**config.mk**
```make
export PLATFORM = sky130hd
export DESIGN_NAME = wdog_escalator
export DESIGN_NICKNAME = d
export VERILOG_FILES = /design/src/rtl/wdt_pkg.sv /design/src/rtl/wdt_timebase.sv /design/src/rtl/wdt_event_det.sv /design/src/rtl/wdt_stage_ctl.sv /design/src/rtl/wdog_escalator.sv
export SDC_FILE = /design/constraint.sdc
export NUM_CORES = 1
export LEC_CHECK = 0
export BUFFER_PORTS_ARGS = -buffer_cell sky130_fd_sc_hd__buf_2
export CAP_MARGIN = 20
export CORE_ASPECT_RATIO = 0.8
export CORE_MARGIN = 2
export CORE_UTILIZATION = 45
export DETAILED_ROUTE_END_ITERATION = 8
export PLACE_DENSITY = 0.66
export SLEW_MARGIN = 0
export SYNTH_ARGS = -nofsm -noshare
export SYNTH_HDL_FRONTEND = slang
export SYNTH_SLANG_ARGS = --single-unit
export TNS_END_PERCENT = 100
```
**constraint.sdc**
```tcl
create_clock -name clk -period 2.8 [get_ports clk]
set_input_delay 0 -clock clk [delete_from_list [all_inputs] [get_ports clk]]
set_output_delay 0 -clock clk [all_outputs]
set_load 0.01 [all_outputs]
```
**src/rtl/wdt_pkg.sv**
```systemverilog
package wdt_pkg;
  localparam int unsigned REG_W  = 32;
  localparam int unsigned ADDR_W = 2;
  localparam int unsigned RC_W   = 2;

  localparam logic [ADDR_W-1:0] A_CTRL = 2'd0;
  localparam logic [ADDR_W-1:0] A_STAT = 2'd1;
  localparam logic [ADDR_W-1:0] A_TBLO = 2'd2;
  localparam logic [ADDR_W-1:0] A_TBHI = 2'd3;

  // control word field positions
  localparam int PLO_MSB = 31;
  localparam int PLO_LSB = 30;
  localparam int RC_MSB  = 29;
  localparam int RC_LSB  = 28;
  localparam int IE_BIT  = 26;
  localparam int PHI_MSB = 20;
  localparam int PHI_LSB = 17;

  // status word field positions
  localparam int ARM_BIT  = 31;
  localparam int FLAG_BIT = 30;
endpackage

```
**src/rtl/wdt_timebase.sv**
```systemverilog
module wdt_timebase #(
  parameter int unsigned TB_W = 64
) (
  input  logic            clk,
  input  logic            rst_n,
  input  logic            en_i,
  output logic [TB_W-1:0] tb_o
);
  logic [TB_W-1:0] tb_q, tb_d;

  always_comb begin
    tb_d = tb_q;
    if (en_i) tb_d = tb_q + TB_W'(1);
  end

  always_ff @(posedge clk or negedge rst_n) begin
    if (!rst_n) tb_q <= '0;
    else        tb_q <= tb_d;
  end

  assign tb_o = tb_q;


  tb_hold_chk: assert property (@(posedge clk) disable iff (!rst_n)
    !en_i |=> $stable(tb_q));
endmodule

```
**src/rtl/wdt_event_det.sv**
```systemverilog
module wdt_event_det #(
  parameter int unsigned TB_W = 64,
  localparam int unsigned PER_W = $clog2(TB_W)
) (
  input  logic             clk,
  input  logic             rst_n,
  input  logic [TB_W-1:0]  tb_i,
  input  logic [PER_W-1:0] period_i,
  output logic             evt_o
);
  logic [PER_W-1:0] idx;
  logic             sel, prev_q;

  always_comb begin
    idx = PER_W'(TB_W - 1) - period_i;
    sel = tb_i[idx];
  end

  always_ff @(posedge clk or negedge rst_n) begin
    if (!rst_n) prev_q <= 1'b0;
    else        prev_q <= sel;
  end

  assign evt_o = sel & ~prev_q;


  evt_after_low_chk: assert property (@(posedge clk) disable iff (!rst_n)
    evt_o |=> !evt_o || $changed(period_i));
endmodule

```
**src/rtl/wdt_stage_ctl.sv**
```systemverilog
module wdt_stage_ctl #(
  parameter int unsigned RC_W = 2
) (
  input  logic            clk,
  input  logic            rst_n,
  input  logic            evt_i,
  input  logic            ie_i,
  input  logic [RC_W-1:0] rc_i,
  input  logic            clr_arm_i,
  input  logic            clr_flag_i,
  output logic            arm_o,
  output logic            flag_o,
  output logic            irq_o,
  output logic            req_o,
  output logic [RC_W-1:0] kind_o
);
  logic            arm_q, arm_d, flag_q, flag_d, arm_m, flag_m;
  logic            req_q, req_d;
  logic [RC_W-1:0] kind_q, kind_d;

  always_comb begin
    arm_m  = arm_q  & ~clr_arm_i;
    flag_m = flag_q & ~clr_flag_i;
    arm_d  = arm_m;
    flag_d = flag_m;
    req_d  = 1'b0;
    kind_d = '0;
    if (evt_i) begin
      if (!arm_m) begin
        arm_d = 1'b1;
      end else if (!flag_m) begin
        flag_d = 1'b1;
      end else if (rc_i != '0) begin
        req_d  = 1'b1;
        kind_d = rc_i;
        arm_d  = 1'b0;
        flag_d = 1'b0;
      end
    end
  end

  always_ff @(posedge clk or negedge rst_n) begin
    if (!rst_n) begin
      arm_q  <= 1'b0;
      flag_q <= 1'b0;
      req_q  <= 1'b0;
      kind_q <= '0;
    end else begin
      arm_q  <= arm_d;
      flag_q <= flag_d;
      req_q  <= req_d;
      kind_q <= kind_d;
    end
  end

  assign arm_o  = arm_q;
  assign flag_o = flag_q;
  assign irq_o  = flag_q & ie_i;
  assign req_o  = req_q;
  assign kind_o = kind_q;


  req_single_chk: assert property (@(posedge clk) disable iff (!rst_n)
    req_q |=> !req_q);

  req_clears_chk: assert property (@(posedge clk) disable iff (!rst_n)
    req_q |-> (!arm_q && !flag_q && kind_q != '0));

  arm_cause_chk: assert property (@(posedge clk) disable iff (!rst_n)
    $rose(arm_q) |-> $past(evt_i));

  no_kind_hold_chk: assert property (@(posedge clk) disable iff (!rst_n)
    (evt_i && rc_i == '0 && arm_q && flag_q && !clr_arm_i && !clr_flag_i)
      |=> (arm_q && flag_q && !req_q));
endmodule

```
**src/rtl/wdog_escalator.sv**
```systemverilog
module wdog_escalator
  import wdt_pkg::*;
#(
  parameter int unsigned TB_W = 64,
  localparam int unsigned PER_W = $clog2(TB_W),
  localparam int unsigned TBX_W = 2 * REG_W
) (
  input  logic              clk,
  input  logic              rst_n,
  input  logic              tb_en,
  input  logic              wr_en,
  input  logic [ADDR_W-1:0] addr,
  input  logic [REG_W-1:0]  wdata,
  output logic [REG_W-1:0]  rdata,
  output logic              irq,
  output logic              rst_req,
  output logic [RC_W-1:0]   rst_kind
);
  logic [TB_W-1:0]  tb;
  logic [TBX_W-1:0] tb_x;
  logic [PER_W-1:0] per_q, per_d;
  logic             ie_q, ie_d;
  logic [RC_W-1:0]  rc_q, rc_d;
  logic             wr_ctrl, wr_stat, clr_arm, clr_flag;
  logic             evt, arm, flag;

  assign wr_ctrl  = wr_en && (addr == A_CTRL);
  assign wr_stat  = wr_en && (addr == A_STAT);
  assign clr_arm  = wr_stat && wdata[ARM_BIT];
  assign clr_flag = wr_stat && wdata[FLAG_BIT];

  always_comb begin
    per_d = per_q;
    ie_d  = ie_q;
    rc_d  = rc_q;
    if (wr_ctrl) begin
      per_d = PER_W'({wdata[PHI_MSB:PHI_LSB], wdata[PLO_MSB:PLO_LSB]});
      ie_d  = wdata[IE_BIT];
      if (rc_q == '0) rc_d = wdata[RC_MSB:RC_LSB];
    end
  end

  always_ff @(posedge clk or negedge rst_n) begin
    if (!rst_n) begin
      per_q <= '0;
      ie_q  <= 1'b0;
      rc_q  <= '0;
    end else begin
      per_q <= per_d;
      ie_q  <= ie_d;
      rc_q  <= rc_d;
    end
  end

  wdt_timebase #(.TB_W(TB_W)) u_tb (
    .clk(clk), .rst_n(rst_n), .en_i(tb_en), .tb_o(tb)
  );

  wdt_event_det #(.TB_W(TB_W)) u_evt (
    .clk(clk), .rst_n(rst_n), .tb_i(tb), .period_i(per_q), .evt_o(evt)
  );

  wdt_stage_ctl #(.RC_W(RC_W)) u_stage (
    .clk(clk), .rst_n(rst_n), .evt_i(evt), .ie_i(ie_q), .rc_i(rc_q),
    .clr_arm_i(clr_arm), .clr_flag_i(clr_flag),
    .arm_o(arm), .flag_o(flag), .irq_o(irq),
    .req_o(rst_req), .kind_o(rst_kind)
  );

  assign tb_x = TBX_W'(tb);

  always_comb begin
    rdata = '0;
    case (addr)
      A_CTRL: begin
        rdata[PLO_MSB:PLO_LSB] = per_q[1:0];
        rdata[PHI_MSB:PHI_LSB] = per_q[5:2];
        rdata[RC_MSB:RC_LSB]   = rc_q;
        rdata[IE_BIT]          = ie_q;
      end
      A_STAT: begin
        rdata[ARM_BIT]  = arm;
        rdata[FLAG_BIT] = flag;
      end
      A_TBLO:  rdata = tb_x[REG_W-1:0];
      default: rdata = tb_x[TBX_W-1:REG_W];
    endcase
  end


  rc_sticky_chk: assert property (@(posedge clk) disable iff (!rst_n)
    (rc_q != '0) |=> $stable(rc_q));

  irq_needs_ie_chk: assert property (@(posedge clk) disable iff (!rst_n)
    irq |-> ie_q);
endmodule

```
---- Word-level counts from Yosys, hierarchy flattened ----
Cells that the tools add are included.
word-level totals
  flip-flop bits (word level) ............. 79
  input port bits ......................... 38
  output and inout port bits .............. 36
  word-level logic and storage cells ...... 53
operators by class
  add/sub/neg operators ................... 2
  order comparisons ....................... 1
  equal/unequal tests ..................... 2
  muxes and demuxes ....................... 23
  bitwise logic cells ..................... 7
  reductions and logical operators ........ 9
operators by type and width
  kind                                                        number
  adder 64 x 1 -> 64 bit, second input constant               1
  one-hot mux 17 bit (2 select lines)                         1
  one-hot mux 2 bit (3 select lines)                          2
  one-hot mux 4 bit (3 select lines)                          1
  two-way mux 1 bit                                           11
  one-hot mux 5 bit (2 select lines)                          1
  two-way mux 2 bit                                           4
  less-than comparator 6 x 7 -> 1 bit, second input constant  1
  binary-select mux 1 bit (select 6 bit)                      1
  subtractor 6 bit, first input constant                      1
  bitwise AND 1 bit                                           4
  logical AND 1 bit                                           4
  logical NOT 2 bit                                           2
  NOT 1 bit                                                   3
  one-hot mux 1 bit (3 select lines)                          1
  == test 2 x 1 -> 1 bit, second input constant               1
  == test 2 bit, second input constant                        1
  one-hot mux 1 bit (2 select lines)                          1
  AND reduction 2 bit                                         1
  nonzero test 2 bit                                          1
  OR reduction 2 bit                                          1

---- Longest topological paths before layout ----
Gate-level depths: netlist of run 1.
  word-level depth ........................ 8
  gate-level depth with buffers ........... 9
  mapped depth without buffers ............ 7

---- Cells and area by module ----
Synthesis of run 1 repeated with hierarchy kept, for this count alone.
second synthesis, totals
  cell total of the unflattened synthesis .. 449
  area total of the unflattened synthesis .. 4,942.2 um^2
by module, submodules not included
  module          instances  cells each  area an instance (um^2)  sequential area each (um^2)
  wdt_timebase    1          285         3,098.0                  1,601.5
  wdog_escalator  1          96          970.9                    225.2
  wdt_event_det   1          51          654.4                    25.0
  wdt_stage_ctl   1          17          219.0                    125.1

---- Worst setup path after synthesis of run 1 ----
Ideal clock, no wire load.
  kind .................................... register to register
  start ................................... reg per_q[1]
  end ..................................... reg u_stage.kind_q[0] (netlist: u_stage.kind_o[0])
  library setup time ...................... 88 ps
  data arrival time ....................... 1,764 ps
  data required time ...................... 2,712 ps
  setup slack ............................. 948 ps
  stages on the path, launching flop included .. 10
  path buffers ............................ 2
  clock period less this slack ............ 1,852 ps
  cell sequence ........................... dfrtp_1 > buf_6 > buf_12 > mux2i_1 > a22oi_1 > a21oi_1 > nor4_2 > nand3_1 > o31ai_2 > nor3b_1
between the ends
  longest elaborated chain between the ends .. 5
RTL lines
  item                                     RTL line              source
  start, declared                          wdog_escalator.sv:21  logic [PER_W-1:0] per_q, per_d;
  start signal, assigned                   wdog_escalator.sv:49  per_q <= per_d;
  subtractor 6 bit                         wdt_event_det.sv:15   idx = PER_W'(TB_W - 1) - period_i;
  binary-select mux 1 bit (select 6 bit)   wdt_event_det.sv:16   sel = tb_i[idx];
  two-way mux 1 bit (not written as such)  wdt_event_det.sv:16
  bitwise AND 1 bit                        wdt_event_det.sv:24   assign evt_o = sel & ~prev_q;
  two-way mux 2 bit                        wdt_stage_ctl.sv:28   if (evt_i) begin
  named net u_stage.kind_d[0]              wdt_stage_ctl.sv:19   logic [RC_W-1:0] kind_q, kind_d;
  end signal, assigned                     wdt_stage_ctl.sv:52   kind_q <= kind_d;
  end, declared                            wdt_stage_ctl.sv:19
The timed path passes the listed nets, and every way through them passes these cells. The select of a mux whose other input is x is not followed.
A chain may end at the register's enable or synchronous reset.

---- Final worst setup path of run 1 ----
Same ends and word-level chain as after synthesis.

==> flow_summary_export.csv, run 1 <==
group,metric,value,unit
sta,finalSetupViolCount,0,
setup_path,r2r_slack,0.42,ns
clock_network,cts_root_buffer,"clkbuf_16",
floorplanning,ioPinCount,74,
yosys,synth.avg_cell_area,10.4,sq um
power_and_ir_drop,power,3380,uW
setup_path,worstSetupPathType,"flop to flop",
yosys,synth_edf_count,0,
yosys,yosysSeqAreaShare,43.1,%
setup_path,slowest_stage,"dfrtp_2",
yosys,syn_nets,479,
floorplanning,coreArea,9770,sq um
place,place_hpwl,7820,um
layout,diodes,0,
sta,worstMarginPinSlew,1.05,ns
clock_network,numCtsBuffers,9,
global_routing,grt_remaining_overflow,0,
power_and_ir_drop,p_per_area,620,nW/um^2
routing,routed_wl,11100,um
power_and_ir_drop,leakagePower,0.00257,uW
routing,firstDrtPassIters,6,
yosys,synth_xor_area_share,12.0,%
global_routing,grtUsageTotal,22.2,%
clock_network,htreeDepth,3,
sta,hold_ws,0.135,ns
sta,fin_crit,2.38,ns
floorplanning,die_w,117,um
routing,post-route-drc-count,0,
yosys,yosys.area_share.simple,18.7,%
sta,maxSlewViolCount,0,
yosys,async_flop_share,100,%
setup_path,path_cells,"buf_12, mux2i_1, a22oi_1, a21oi_1, nor4_2, nand3_1, o31ai_2, nor3b_1",
yosys,synthMuxAreaShare,16.4,%
sta,slew_headroom,30.3,%
layout,post-route-util,55.8,%
setup_path,critical_path.max_stage_delay,0.71,ns
sta,rsz0062_at_grt,"false",
setup_path,crit_family,"simple AND/OR/NAND/NOR gates",
floorplanning,die_h,94.3,um
sta,hold_viol_final,0,
clock_network,clock_sinks,79,
routing,vias,3450,
job,maxCapViolCount,0,
yosys,ys.flop_type,"dfrtp_1",
global_routing,grt_pass1_vias,3423,
setup_path,required,3.05,ns
layout,drive_gt1_share,19.5,%
setup_path,r2r_cells,8,
setup_path,arrival,2.63,ns
place,numPortBuffers,50,
yosys,yosysWarnings,0,
clock_network,worstSkewPairLatency,0.34,ns
yosys,synth_top_family_by_area,"simple AND/OR/NAND/NOR gates",
setup_path,path_max_fanout,18,
global_routing,grt_pass1_wl,18400,um
layout,area_delta_synth_final,18.8,%
floorplanning,start_util,47.0,%
yosys,postSynthCellCount,440,
global_routing,antenna_found_initial,0,
setup_path,reg2reg_to,"u_stage.kind_o[0]",
min_path,worst_hold_path_type,"primary input to asynchronous set/reset pin",
clock_network,clock_path_buffers,2,
setup_path,start_kind,"flop",
floorplanning,die_area,11000,sq um
yosys,synth_fa_ha_area_share,0.273,%
status,status,"finished clean",
yosys,ys_ff_latch,79,
sta,fin_crit_sh,85.0,%
sta,fin_skew,0.00561,ns
setup_path,end_kind,"flop",
routing,vias_per_cell,5.36,
setup_path,reg2reg_from,"per_q[1]",
power_and_ir_drop,vdd_drop_max,0.470,mV
place,gp_congestion,0.819,
global_routing,grt_max_degree,80,
setup_path,path_buf_inv,1,
yosys,ys_types,38,
routing,first_iter_violations,207,
clock_network,cts_tree,"built",
layout,nNetsFinal,543,
clock_network,path_clk_slew,0.06,ns
floorplanning,rows,32,
yosys,synth_area,4590,sq um
sta,max_freq,420,MHz
routing,wl_per_cell,17.3,um
yosys,synth-compound-area-share,6.27,%
routing,antenna_left,0,
sta,timing.setup.tns,0,ns
## area by class of cell
class                   instances  area (sq um)
clock inverters                 6           110
multi-input cells             335          2460
flip-flops and latches         79          1980
fillers                       880          4320
repair buffers                 72           478
inverters                       7          26.3
well taps                     136           170
clock buffers                   9           225
## worst max-delay path by stage
stage | slack [ns] | to | start | cells past startpoint
after floorplan | 0.95 | u_stage.kind_o[0] | per_q[1] | 9
after detailed placement | 0.47 | u_stage.kind_o[0] | per_q[1] | 8
after CTS | 0.45 | u_stage.kind_o[0] | per_q[1] | 8
final | 0.42 | u_stage.kind_o[0] | per_q[1] | 8
after global routing | 0.16 | u_stage.kind_o[1] | per_q[1] | 8
after global placement | 0.48 | u_stage.kind_o[0] | per_q[1] | 8
## synthesized netlist by cell type, types with 2 or more instances
master / instances / area, sq um
a21boi_0: 3 / 22.5
buf_1: 2 / 7.51
nor3b_1: 2 / 15.0
nor2b_1: 26 / 163
buf_6: 2 / 22.5
nand2_1: 44 / 165
and4_1: 8 / 70.1
nand2b_1: 4 / 25.0
a22oi_1: 16 / 120
a31o_2: 2 / 17.5
nor2_1: 21 / 78.8
and3_1: 13 / 81.3
clkbuf_1: 10 / 37.5
dfrtp_1: 79 / 1980
xnor2_1: 47 / 412
mux4_2: 2 / 45.0
xor2_1: 16 / 140
inv_1: 7 / 26.3
a21oi_1: 4 / 20.0
mux2_2: 13 / 146
mux2i_1: 56 / 561
and2_1: 8 / 50.1
nand4_1: 11 / 68.8
o21ai_0: 4 / 20.0
a22o_1: 7 / 61.3
nor4_2: 2 / 25.0
buf_4: 2 / 15.0
nand3_1: 19 / 95.1
## cell families after synthesis
logic type,count (synthesis)
xor+xnor,63
buf+inv,26
mux,71
fa+ha+maj,1
compound gates,39
flops,79
simple gates,161
## layer usage
metal / track usage, % / vias up / wire length [um]
met2: 32.1 / 59 / 4940
met1: 33.5 / 1719 / 5520
li1: - / 1667 / -
met4: 4.22 / 0 / 76
met5: 0 / - / 0
met3: 6.00 / 5 / 578
## where the power goes
group          switching (uW)  internal, uW  leakage, uW
Sequential                149          1250      0.00105
Combinational             337           327      0.00136
Clock                     458           864     0.000158
Total                     944          2440      0.00257
## cells in the final DEF, fill, tap and decap left out, types with 11 or more instances in the layout
cell type      synthesis  final
nand3_1               19     19
nand2_1               44     44
dlygate4sd3_1          0     11
xnor2_1               47     47
mux2_2                13     13
nor2_1                21     21
and3_1                13     13
dfrtp_1               79     78
nor2b_1               26     26
buf_2                  1     49
xor2_1                16     16
mux2i_1               56     56
nand4_1               11     11
a22oi_1               16     16
## metrics by stage
| stage | setup WS, ns | instance area, sq um | cells |
|---|---|---|---|
| after floorplan | 0.948 | 4590 | 440 |
| after global placement | 0.481 | 4980 | 617 |
| after detailed placement | 0.473 | 4980 | 617 |
| after CTS | 0.451 | 5420 | 643 |
| after global routing | 0.164 | 5450 | 644 |
| final | 0.420 | 5450 | 644 |
## sequential cells by signal (all words and copies together), names as in the netlist
name,count
u_tb.tb_o,64
u_stage.req_o,1
u_evt.prev_q,1
u_stage.arm_o,1
rc_q,2
u_stage.flag_o,1
ie_q,1
per_q,6
u_stage.kind_o,2
## repair_timing
action | CTS | global route
gates resized for setup | 0 | 0
endpoints found under the hold margin | 91 | 0
hold buffers | 11 | 0
buffers inserted | 0 | 0
setup endpoints to repair | 0 | 0
(Power assumes the default switching activity.)
==> inputs of run 2 (changes only) <==
--- a/config.mk
+++ b/config.mk
@@ -9,9 +9,9 @@
 export CAP_MARGIN = 20
 export CORE_ASPECT_RATIO = 0.8
 export CORE_MARGIN = 2
-export CORE_UTILIZATION = 45
+export CORE_UTILIZATION = 55
 export DETAILED_ROUTE_END_ITERATION = 8
-export PLACE_DENSITY = 0.66
+export PLACE_DENSITY = 0.78
 export SLEW_MARGIN = 0
 export SYNTH_ARGS = -nofsm -noshare
 export SYNTH_HDL_FRONTEND = slang
==> flow_summary_export.csv, run 2 (synthesis results as in run 1) <==
group,metric,value,unit
status,status,"finished clean",
min_path,min_path_cells,6,
layout,diodes,0,
sta,fin_crit_sh,84.0,%
layout,layout_common_cells,"78 x dfrtp_1, 56 x mux2i_1, 49 x buf_2",
routing,post-route-drc-count,0,
layout,finalInstanceArea,5300,sq um
routing,wl_per_cell,17.9,um
clock_network,path_clk_slew,0.08,ns
global_routing,grt_remaining_overflow,0,
sta,finalWorstSetupSlack,0.447,ns
power_and_ir_drop,p_int,2160,uW
clock_network,cts_setup_buffers,0,
routing,first_iter_violations,269,
routing,routed_wl,11000,um
setup_path,worstSetupPathType,"flop to flop",
sta,timing.setup.tns,0,ns
clock_network,cts_root_buffer,"clkbuf_8",
min_path,holdPathEnd,"u_stage.flag_o",
layout,layout.cells.most_common,"dfrtp_1",
min_path,min_from,"wr_en",
power_and_ir_drop,p_per_area,576,nW/um^2
setup_path,reg2reg_from,"u_tb.tb_o[23]",
power_and_ir_drop,p_switching,900,uW
global_routing,grtUsageTotal,25.5,%
sta,fin_skew,0.0120,ns
place,pre_cts_ws,0.483,ns
floorplanning,die_area,9100,sq um
power_and_ir_drop,seqPwrFrac,45.5,%
setup_path,critical_path.max_stage_delay,0.54,ns
routing,firstDrtPassIters,4,
power_and_ir_drop,vdd_drop_max,0.638,mV
global_routing,grt_max_degree,80,
routing,vias_per_cell,5.73,
layout,post-route-util,66.1,%
power_and_ir_drop,switching_share,29.5,%
clock_network,ctsHoldBuffers,11,
clock_network,clock_path_buffers,2,
place,place_inst,587,
setup_path,r2r_cells,7,
sta,max_freq,425,MHz
setup_path,reg2reg_to,"u_tb.tb_o[63]",
routing,antenna_left,0,
layout,largest_reg_flops,64,
sta,rsz0062_at_grt,"false",
setup_path,slowest_stage,"nor4_2",
clock_network,worstSkewPairLatency,0.37,ns
power_and_ir_drop,leakagePower,0.00252,uW
sta,finalSetupViolCount,0,
setup_path,end_kind,"flop",
place,place_area,4930,sq um
layout,area_delta_synth_final,15.5,%
global_routing,antenna_found_initial,0,
clock_network,cts_tree,"built",
floorplanning,start_util,57.2,%
layout,nNetsFinal,542,
setup_path,r2r_slack,0.45,ns
layout,fin_cells,615,
clock_network,clock_sinks,79,
sta,maxSlewViolCount,0,
layout,drive_gt1_share,18.7,%
place,gp_congestion,0.852,
routing,vias,3522,
power_and_ir_drop,p_comb_share,21.8,%
sta,slew_headroom,49.6,%
floorplanning,die_w,106,um
global_routing,grt_pass1_wl,17600,um
power_and_ir_drop,p_clk_share,32.7,%
sta,fin_crit,2.35,ns
floorplanning,die_h,85.7,um
setup_path,path_max_fanout,7,
floorplanning,rows,29,
job,maxCapViolCount,0,
min_path,worst_hold_path_type,"primary input to flop",
setup_path,path_cells,"and4_1, nand3_1, nor4_2, nand2_1, nor2_1, nand4_1, xnor2_1",
place,numPortBuffers,50,
setup_path,start_kind,"flop",
sta,hold_viol_final,0,
setup_path,required,3.05,ns
clock_network,htreeDepth,3,
clock_network,post_cts_resized,0,
floorplanning,coreArea,8020,sq um
setup_path,arrival,2.61,ns
sta,worstMarginPinSlew,0.755,ns
place,place_hpwl,7720,um
clock_network,numCtsBuffers,9,
floorplanning,ioPinCount,74,
global_routing,grt_pass1_vias,3437,
[run 2: changes by cell type in the layout (fill, tap and decap cells not counted)]
cell / before / now
clkbuf_16: 9 / 0
clkbuf_8: 0 / 9
buf_4: 10 / 8
clkbuf_1: 0 / 2
clkinvlp_4: 2 / 0
dlygate4sd3_1: 11 / 12
[run 2: layout make-up]
| type | instances | area, sq um |
|---|---|---|
| fillers | 646 | 2720 |
| multi-input cells | 335 | 2460 |
| flip-flops and latches | 79 | 1980 |
| repair buffers | 71 | 473 |
| well taps | 108 | 135 |
| clock buffers | 11 | 131 |
| clock inverters | 4 | 95.1 |
| inverters | 7 | 26.3 |
[run 2: power by group through the flow]
stage	combinational, uW	clock (uW)	sequential, uW
3_5_place_dp	646	0	1410
2_1_floorplan	507	0	1350
6_report	666	1000	1390
5_1_grt	723	1070	1410
3_3_place_gp	628	0	1400
4_1_cts	659	1020	1390
[run 2: metrics by stage]
step | hold slack (ns) | total power [uW]
final | 0.181 | 3060
after detailed placement | 0.236 | 2050
after floorplan | -0.296 | 1860
after global routing | 0.242 | 3200
after global placement | 0.223 | 2030
after CTS | 0.153 | 3060
[run 2: critical path, delay by kind of cell (launching register included)]
family,cells,cell delay [ns]
simple gates,6,1.63
xor+xnor,1,0.15
flops,1,0.48
[run 2: worst max path at each step]
stage	startpoint	endpoint	slack (ns)	cells after the start
3_5_place_dp	per_q[1]	u_stage.kind_o[1]	0.48	8
4_1_cts	per_q[1]	u_stage.kind_o[1]	0.46	8
6_report	u_tb.tb_o[23]	u_tb.tb_o[63]	0.45	7
5_1_grt	u_tb.tb_o[23]	u_tb.tb_o[60]	0.24	7
2_1_floorplan	per_q[1]	u_stage.kind_o[0]	0.95	9
3_3_place_gp	u_tb.tb_o[23]	u_tb.tb_o[63]	0.54	7
[run 2: per-layer routing]
metal | global-route usage [%] | wire [um]
met1 | 35.1 | 5010
met2 | 39.7 | 5140
met3 | 7.90 | 766
met4 | 5.74 | 104
met5 | 0 | 0
==> inputs of run 3 (changes only) <==
--- a/config.mk
+++ b/config.mk
@@ -9,9 +9,9 @@
 export CAP_MARGIN = 20
 export CORE_ASPECT_RATIO = 0.8
 export CORE_MARGIN = 2
-export CORE_UTILIZATION = 55
+export CORE_UTILIZATION = 52
 export DETAILED_ROUTE_END_ITERATION = 8
-export PLACE_DENSITY = 0.78
+export PLACE_DENSITY = 0.77
 export SLEW_MARGIN = 0
 export SYNTH_ARGS = -nofsm -noshare
 export SYNTH_HDL_FRONTEND = slang
==> constraint.sdc (replaced) <==
create_clock -name clk -period 2.01 [get_ports clk]
set_input_delay 0 -clock clk [delete_from_list [all_inputs] [get_ports clk]]
set_output_delay 0 -clock clk [all_outputs]
set_load 0.01 [all_outputs]
==> flow_summary_export.csv, run 3 (synthesis results as in run 1) <==
group,metric,value,unit
sta,fin_skew,0.0131,ns
global_routing,grtUsageTotal,26.3,%
floorplanning,rows,30,
setup_path,critical_path.max_stage_delay,0.45,ns
floorplanning,die_area,9600,sq um
floorplanning,start_util,53.9,%
sta,timing.setup.tns,-0.0868,ns
setup_path,crit_family,"simple AND/OR/NAND/NOR gates",
routing,vias_per_cell,5.71,
sta,finalSetupViolCount,3,
routing,vias,3849,
floorplanning,coreArea,8520,sq um
sta,finalWorstSetupSlack,-0.0388,ns
routing,routed_wl,12200,um
global_routing,grt_pass1_wl,19000,um
setup_path,crit_path_frequent_cell,"mux2i_1",
clock_network,numCtsBuffers,9,
floorplanning,die_h,88.0,um
setup_path,start_kind,"flop",
sta,maxSlewViolCount,0,
setup_path,r2r_slack,-0.04,ns
status,violations,"negative setup slack",
setup_path,end_kind,"flop",
global_routing,antenna_found_initial,0,
layout,layout_common_cells,"72 x dfrtp_1, 63 x buf_4, 56 x mux2i_1",
layout,layout.cells.most_common,"dfrtp_1",
clock_network,clock_path_buffers,2,
global_routing,grt_pass1_vias,3772,
setup_path,arrival,2.33,ns
global_routing,grt_remaining_overflow,0,
global_routing,grt_max_degree,61,
place,gp_congestion,0.879,
layout,fin_cells,674,
clock_network,worstSkewPairLatency,0.36,ns
sta,worstMarginPinSlew,0.789,ns
place,place_inst,637,
power_and_ir_drop,leakagePower,0.00279,uW
layout,n_fill_cell,647,
layout,largest_reg_flops,64,
sta,fin_crit,2.05,ns
clock_network,cts_tree,"built",
sta,fin_crit_sh,102,%
clock_network,cts_root_buffer,"clkbuf_8",
clock_network,clock_sinks,79,
layout,multi_input_area,2510,sq um
place,numPortBuffers,50,
power_and_ir_drop,power,4360,uW
routing,met2_length,5790,um
sta,rsz0062_at_grt,"true",
clock_network,path_clk_slew,0.08,ns
layout,diodes,0,
setup_path,worstSetupPathType,"flop to flop",
min_path,worst_hold_path_type,"primary input to flop",
setup_path,slowest_stage,"dfrtp_2",
setup_path,path_buf_inv,1,
floorplanning,die_w,109,um
power_and_ir_drop,vdd_drop_max,0.639,mV
routing,post-route-drc-count,0,
sta,max_freq,488,MHz
sta,hold_viol_final,0,
sta,slew_headroom,47.4,%
routing,top_layer_used,"met4",
floorplanning,ioPinCount,74,
layout,nNetsFinal,596,
layout,register_area,1990,sq um
routing,firstDrtPassIters,7,
job,maxCapViolCount,0,
layout,area_delta_synth_final,25.1,%
clock_network,htreeDepth,3,
routing,first_iter_violations,276,
routing,antenna_left,0,
routing,wl_per_cell,18.1,um
setup_path,path_max_fanout,16,
power_and_ir_drop,p_per_area,759,nW/um^2
routing,wl_met1,5470,um
setup_path,required,2.29,ns
place,place_hpwl,8750,um
status,status,"finished, violations left",
routing,wl_met3,888,um
layout,drive_gt1_share,30.1,%
setup_path,path_cells,"buf_12, mux2i_1, a22oi_1, a21oi_2, nor4_2, nand3_1, o31ai_4, mux2i_1",
-- run 3: final timing paths --
path | from | end | depth (start not counted)
max in group asynchronous | rst_n | u_tb.tb_o[23] | 3
worst max register to register | per_q[1] | u_stage.flag_o | 8
worst max-delay path | per_q[1] | u_stage.flag_o | 8
worst min-delay path | addr[1] | u_stage.flag_o | 5
worst min register to register | u_tb.tb_o[63] | u_tb.tb_o[63] | 1
min in group asynchronous | rst_n | u_tb.tb_o[41] | 2
-- run 3: power breakdown --
group	internal, uW	switching (uW)
Clock	695	601
Combinational	567	582
Sequential	1740	168
Total	3010	1350
-- run 3: cell type report --
class / count / area share, %
multi-input cells: 335 / 43.7
clock inverters: 6 / 1.48
repair buffers: 125 / 15.1
flip-flops and latches: 79 / 34.6
inverters: 7 / 0.458
well taps: 112 / 2.44
clock buffers: 10 / 2.22
-- run 3: repair_timing --
item,CTS,global route
hold endpoints to repair,71,0
buffers inserted,2,8
endpoints found under the setup margin,5,27
resized for setup,4,15
pin swaps,4,7
hold buffers,11,0
-- run 3: worst min-delay path: cells and delay by family --
kind | cells | cell delay (ns)
and+or+nand+nor | 3 | 0.22
muxes | 1 | 0.17
buffers and inverters | 1 | 0.10
-- run 3: metal layers --
layer / up-vias / track usage, %
met3: 7 / 6.32
li1: 1775 / -
met5: - / 0
met2: 146 / 40.4
met1: 1921 / 38.0
met4: 0 / 6.06
-- run 3: stage by stage --
step                      hold slack (ns)  worst slack [ns]  util (%)  cell area, sq um
final                               0.193           -0.0388      67.4              5740
after floorplan                    -0.296             0.158         -              4590
after detailed placement            0.137           -0.0709      62.1              5290
after CTS                           0.177           -0.0211      66.3              5650
after global routing                0.229            -0.128      67.4              5740
after global placement              0.123            0.0405      62.1              5290
